## config.mk

```make
export PLATFORM = sky130hd
export DESIGN_NAME = pgood_delay_chan
export DESIGN_NICKNAME = d
export VERILOG_FILES = /design/src/rtl/pgood_delay_chan.sv
export SDC_FILE = /design/constraint.sdc
export NUM_CORES = 1
export LEC_CHECK = 0
export ABC_CLOCK_PERIOD_IN_PS = 2900
export BUFFER_PORTS_ARGS = -buffer_cell sky130_fd_sc_hd__buf_4
export CAP_MARGIN = 40
export CORE_MARGIN = 2
export CORE_UTILIZATION = 45
export CTS_CLUSTER_SIZE = 28
export DETAILED_ROUTE_END_ITERATION = 8
export GPL_TIMING_DRIVEN = 0
export PLACE_DENSITY = 0.65
export SKIP_CTS_REPAIR_TIMING = 1
export SLEW_MARGIN = 10
export SYNTH_ARGS = -nofsm -noshare
export SYNTH_HDL_FRONTEND = slang
export SYNTH_SLANG_ARGS = --single-unit
```

## constraint.sdc

```tcl
create_clock -name clk -period 2.9 [get_ports clk]
set_input_delay 0.725 -clock clk [delete_from_list [all_inputs] [get_ports clk]]
set_output_delay 0.725 -clock clk [all_outputs]
set_load 0.05 [all_outputs]
```

## src/rtl/pgood_delay_chan.sv

```systemverilog
module pgood_delay_chan #(
  parameter int unsigned CW       = 16,
  parameter int unsigned RISE_LAT = 4
) (
  input  logic          clk,
  input  logic          rst,
  input  logic          above_th,
  input  logic          en,
  input  logic          uvlo,
  input  logic          bypass,
  input  logic [CW-1:0] dly_cnt,
  output logic          pgood
);

  localparam logic [CW-1:0] BYP_LIM = CW'(RISE_LAT);

  logic [CW-1:0] cnt;
  logic [CW-1:0] limit;
  logic [CW:0]   nxt;
  logic          qual;
  logic          hit;

  assign qual  = en & above_th & ~uvlo;
  assign limit = bypass ? BYP_LIM : ((dly_cnt == '0) ? CW'(1) : dly_cnt);
  assign nxt   = {1'b0, cnt} + 1'b1;
  assign hit   = nxt >= {1'b0, limit};

  always_ff @(posedge clk) begin
    if (rst || !qual) begin
      pgood <= 1'b0;
      cnt   <= '0;
    end else if (pgood) begin
      cnt   <= '0;
    end else if (hit) begin
      pgood <= 1'b1;
      cnt   <= '0;
    end else begin
      cnt   <= nxt[CW-1:0];
    end
  end

  p_en_low_r2: assert property (@(posedge clk) disable iff (rst)
    !$past(en) |-> !pgood);

  p_below_r3: assert property (@(posedge clk) disable iff (rst)
    !$past(above_th) |-> !pgood);

  p_lockout_r4: assert property (@(posedge clk) disable iff (rst)
    $past(uvlo) |-> !pgood);

  p_rise_qualified_r5: assert property (@(posedge clk) disable iff (rst)
    $rose(pgood) |-> ($past(en) && $past(above_th) && !$past(uvlo) && !$past(rst)));

  p_hold_r8: assert property (@(posedge clk) disable iff (rst)
    (pgood && en && above_th && !uvlo) |=> pgood);

  p_timer_clear_r8: assert property (@(posedge clk) disable iff (rst)
    pgood |-> (cnt == '0));

endmodule

```

Yosys cells after proc, flatten, opt, wreduce, memory -nomap -nowiden
Cells that the tools add are included.
{ "totals": {"in_bits": 22, "regBits": 17, "output_inout_bits": 1, "word_cells": 15} }
{ "classes": {"n_lt_le_gt_ge": 1, "n_reduce_logical": 4, "addsub": 1, "bitwise_logic": 3, "muxes": 4} }
{ "ops": {"columns": ["op", "count"], "rows": [
  ["2-to-1 mux 16 bit", 2],
  ["adder 16 x 1 -> 17 bit, second input constant", 1],
  [">= comparator 17 x 16 -> 1 bit", 1],
  ["zero test 16 bit", 1],
  ["OR reduction 3 bit", 1],
  ["AND 1 bit", 2],
  ["2-to-1 mux 1 bit", 2],
  ["zero test 1 bit", 1],
  ["logical OR 1 bit", 1],
  ["inverter 1 bit", 1]
]} }

Depth between registers and ports, before layout
{ "logic_depth": {"word_depth": 6, "mapped_depth": 12, "mapped_depth_nobuf": 11} }

Worst setup path after synthesis
OpenSTA, ideal clock, no wires.
{ "synth_timing": {"path_kind": "input port to flip-flop", "start": "input dly_cnt[3]", "end": "register cnt[10]", "n_path_buf": 2, "arrival_ns": 2.842, "cell_stages": 11, "required_time_ns": 2.827, "slack_ns": -0.015, "setup_ns": 0.073, "cell_sequence": "nor4_1 > a41oi_1 > clkbuf_1 > nand2_1 > ha_1 > a211oi_1 > nor2_1 > a2111oi_2 > nor4_4 > buf_6 > nor3_2"} }
{ "synth_via": {"elab_chain_cells": 5} }
{ "synth_rtl": {"columns": ["element", "line_no", "rtl"], "rows": [
  ["from (decl)", "11", "input logic [CW-1:0] dly_cnt,"],
  ["zero test 16 bit", "24", "assign limit = bypass ? BYP_LIM : ((dly_cnt == '0) ? CW'(1) : dly_cnt);"],
  ["2-to-1 mux 16 bit * (2 in a row)", "24", null],
  [">= comparator 17 x 16 -> 1 bit *", "26", "assign hit = nxt >= {1'b0, limit};"],
  ["OR reduction 3 bit (no line) *", null, null],
  ["to (signal assigned)", "38", "cnt <= nxt[CW-1:0];"],
  ["to (decl)", "17", "logic [CW-1:0] cnt;"]
]} }
Every way passes the cells marked *; elsewhere a longest branch is shown, timed or not.
A chain may end at the register's enable or synchronous reset.

Worst setup path in the final report
{ "layout_timing": {"start": "input dly_cnt[11]", "end": "register cnt[1]"} }
The elaborated chain is that of the path after synthesis.

==> impl_results.md <==
* Status: complete, no violations
* Final net count at ~230
* 1st-iter DRT viols at 32
* Die Height at 60.10 um
* Final number of max-transition violations at 0
* Setup_tns at 0 ns
* Drt total wl at approximately 3.5 mm
* Clock latency on the worst-skew pair at 0.30 ns
* Critical path type: in2reg
* Full die area at between 3000 and 4000 um2
* Port buffer count at 22
* Fin worst setup slack at roughly 0.024 ns
* Clock Skew at around 0.0085 ns
* Seq/Total Area, Yosys at 0.2403
* Routed vias at approximately 1300
* Vias/cell at 5.398
* Antenna violations before repair at 0
* Most frequent cells in the layout: nand2_1, buf_4, ha_1, nor3_2
* Number of flops mapped to enable cells by yosys at 0
* Std cell rows at 20
* F_max at ~350 MHz
* Worst Setup End Kind: flip-flop
* Starting Density at 0.4678
* Largest net degree at the start of global routing at 11
* Detailed Routing Iterations Pass 1 at 4
* CTS tree: done
* Power Density at 231.0 nW/um2
* Clock Tree Buf Depth at 2
* Final hold vios at 0
* CTS buffer count at 3
* Ys flop type: dfxtp_1
* Cells after Synth at ~160
* Critical Path Start Type: primary input
* Pre-CTS setup slack at -0.5947 ns
* Tmin final at between 2 and 3 ns
* Gr usage total at 0.1904
* I/O pins at 23
* Synth Register Bits at 17
* RSZ-0062 raised after global routing: true
* Syn Area/Cell at just over 9 um2
* Reg clk slew, reported paths at roughly 0.10 ns
* DRC Markers at 0
* Layout cells sized above 1 at 0.4688
* Critical Path Max Stage Delay at between 0.5 and 0.6 ns
* Post-synth ARST share at 0
* WL per Instance at about 15 um
* Area Overhead vs Synth at 39.75%
* Slew headroom at 0.5181
* Worst VDD drop at between 200 and 250 uV
* Leakage at between 0.8 and 0.9 nW
* Clk sinks at 17
* Synth Cell Area at 1416 um2
* ANT cells at 0
* Clk root buf: clkbuf_4
* Worst Path Arrival at 3.06 ns
* Synth Warn # at 0
* Hold Path Class: reg2reg
* Final Hold Slack at between 0.4 and 0.5 ns
* RD Place Congestion at approximately 0.88
* Placed Area at about 1600 um2
* Final period util at 0.9916
* Syn_nets at 195
* Final Setup Violations at 0
* Critical path fanouts, max at 8
* WP data required at just over 3 ns
* Max-Cap Viols at 0
* Die width at approximately 60 um
* Slowest-stage cell, CP: nor4_4
* Grt ovf at 0
* Yosys cell types at 36
* H-tree Lvls at 1
* First-pass GRT wire length at between 5 and 6 mm
* Vias in the first global route at 1148
* Core ar. at ~3000 um2
* Antenna-violating nets left at 0
* DP HPWL at ~2.6 mm
* Post-route cell area at a little under 2000 um2
* Slew @ Worst Pin at 0.7174 ns
* Crit-path cells: buf_4 -> nor4_4 -> a41oi_2 -> buf_6 -> nand2_4 -> ha_4 -> nand4_1 -> nor3_2 -> a2111oi_4 -> nor4_4 -> buf_4 -> nor3_1
* Total power draw at 0.0004573 W
synthesized netlist by cell type (2+ instances only):
cell type | number | share of area
clkbuf_1 | 2 | 0.0053
a21oi_1 | 2 | 0.0071
nand4_4 | 2 | 0.030
o21a_1 | 2 | 0.011
dfxtp_1 | 17 | 0.24
nand3_1 | 5 | 0.018
xnor2_1 | 10 | 0.062
a211oi_1 | 3 | 0.016
nor4_1 | 4 | 0.018
ha_1 | 17 | 0.15
nor4_4 | 2 | 0.030
xor2_1 | 3 | 0.019
a41oi_1 | 2 | 0.012
nand4_1 | 6 | 0.027
nor4bb_2 | 2 | 0.023
nor3_1 | 6 | 0.021
nand3_2 | 2 | 0.014
nor3_2 | 10 | 0.071
o21ai_0 | 4 | 0.014
nor2_1 | 4 | 0.011
nand2_1 | 32 | 0.085
inv_1 | 3 | 0.0079
nand2b_1 | 3 | 0.013
flip-flops by register name (all words and copies together) (netlist names):
name	cells
cnt	16
pgood	1
worst max-delay path, delay by kind of cell:
family                   cells  cell delay, ns
AO/OA/AOI/OAI                2            0.28
adder cells (fa/ha/maj)      1            0.13
AND/OR/NAND/NOR              6            1.39
buffers and inverters        3            0.52
final cells by class:
cell class | instances | area [um2]
timing repair buffer | 32 | 252.7
clock buffer | 4 | 26.28
sequential | 17 | 355.3
tap | 44 | 55.05
multi-input combinational | 132 | 1237
inverter | 3 | 11.26
fill | 256 | 1049
buffer | 4 | 41.29
per-stage QoR:
step                      std cells  utilization
after floorplan                 156            -
after global placement          222       0.5409
after detailed placement        222       0.5409
after CTS                       226       0.5496
after global routing            236       0.6537
final                           236       0.6537
layer usage:
layer / share of wire / up-vias / global-route usage
li1: - / 651 / -
met2: 0.53 / 21 / 0.3447
met5: 0 / - / 0
met4: 0.0025 / 0 / 0.01905
met1: 0.43 / 600 / 0.2380
met3: 0.031 / 2 / 0.03896
report_power, final:
group	leakage, nW	switching, W	internal, W
combinational	0.679	0.0000440	0.0000452
sequential	0.142	0.000000802	0.000233
clock	0.0150	0.0000808	0.0000535
worst paths after layout:
check                                  startpoint  cells past startpoint                 to  slack [ns]
worst max-delay path                  dly_cnt[11]                     12  cnt[1]$_SDFF_PP0_        0.02
worst min-delay path            cnt[0]$_SDFF_PP0_                      1  cnt[0]$_SDFF_PP0_        0.47
worst max register to register  cnt[2]$_SDFF_PP0_                     10  cnt[1]$_SDFF_PP0_        0.10
worst min register to register  cnt[0]$_SDFF_PP0_                      1  cnt[0]$_SDFF_PP0_        0.47
cell families (layout without fill, tap and decap cells):
family,Yosys count,in the layout,synth area share
AO/OA/AOI/OAI,16,16,0.08215
XOR/XNOR,14,14,0.09188
adder cells (fa/ha/maj),17,17,0.1502
buffers and inverters,7,43,0.03180
flip-flops,17,17,0.2403
AND/OR/NAND/NOR,85,85,0.4037
(Power assumes the default switching activity.)
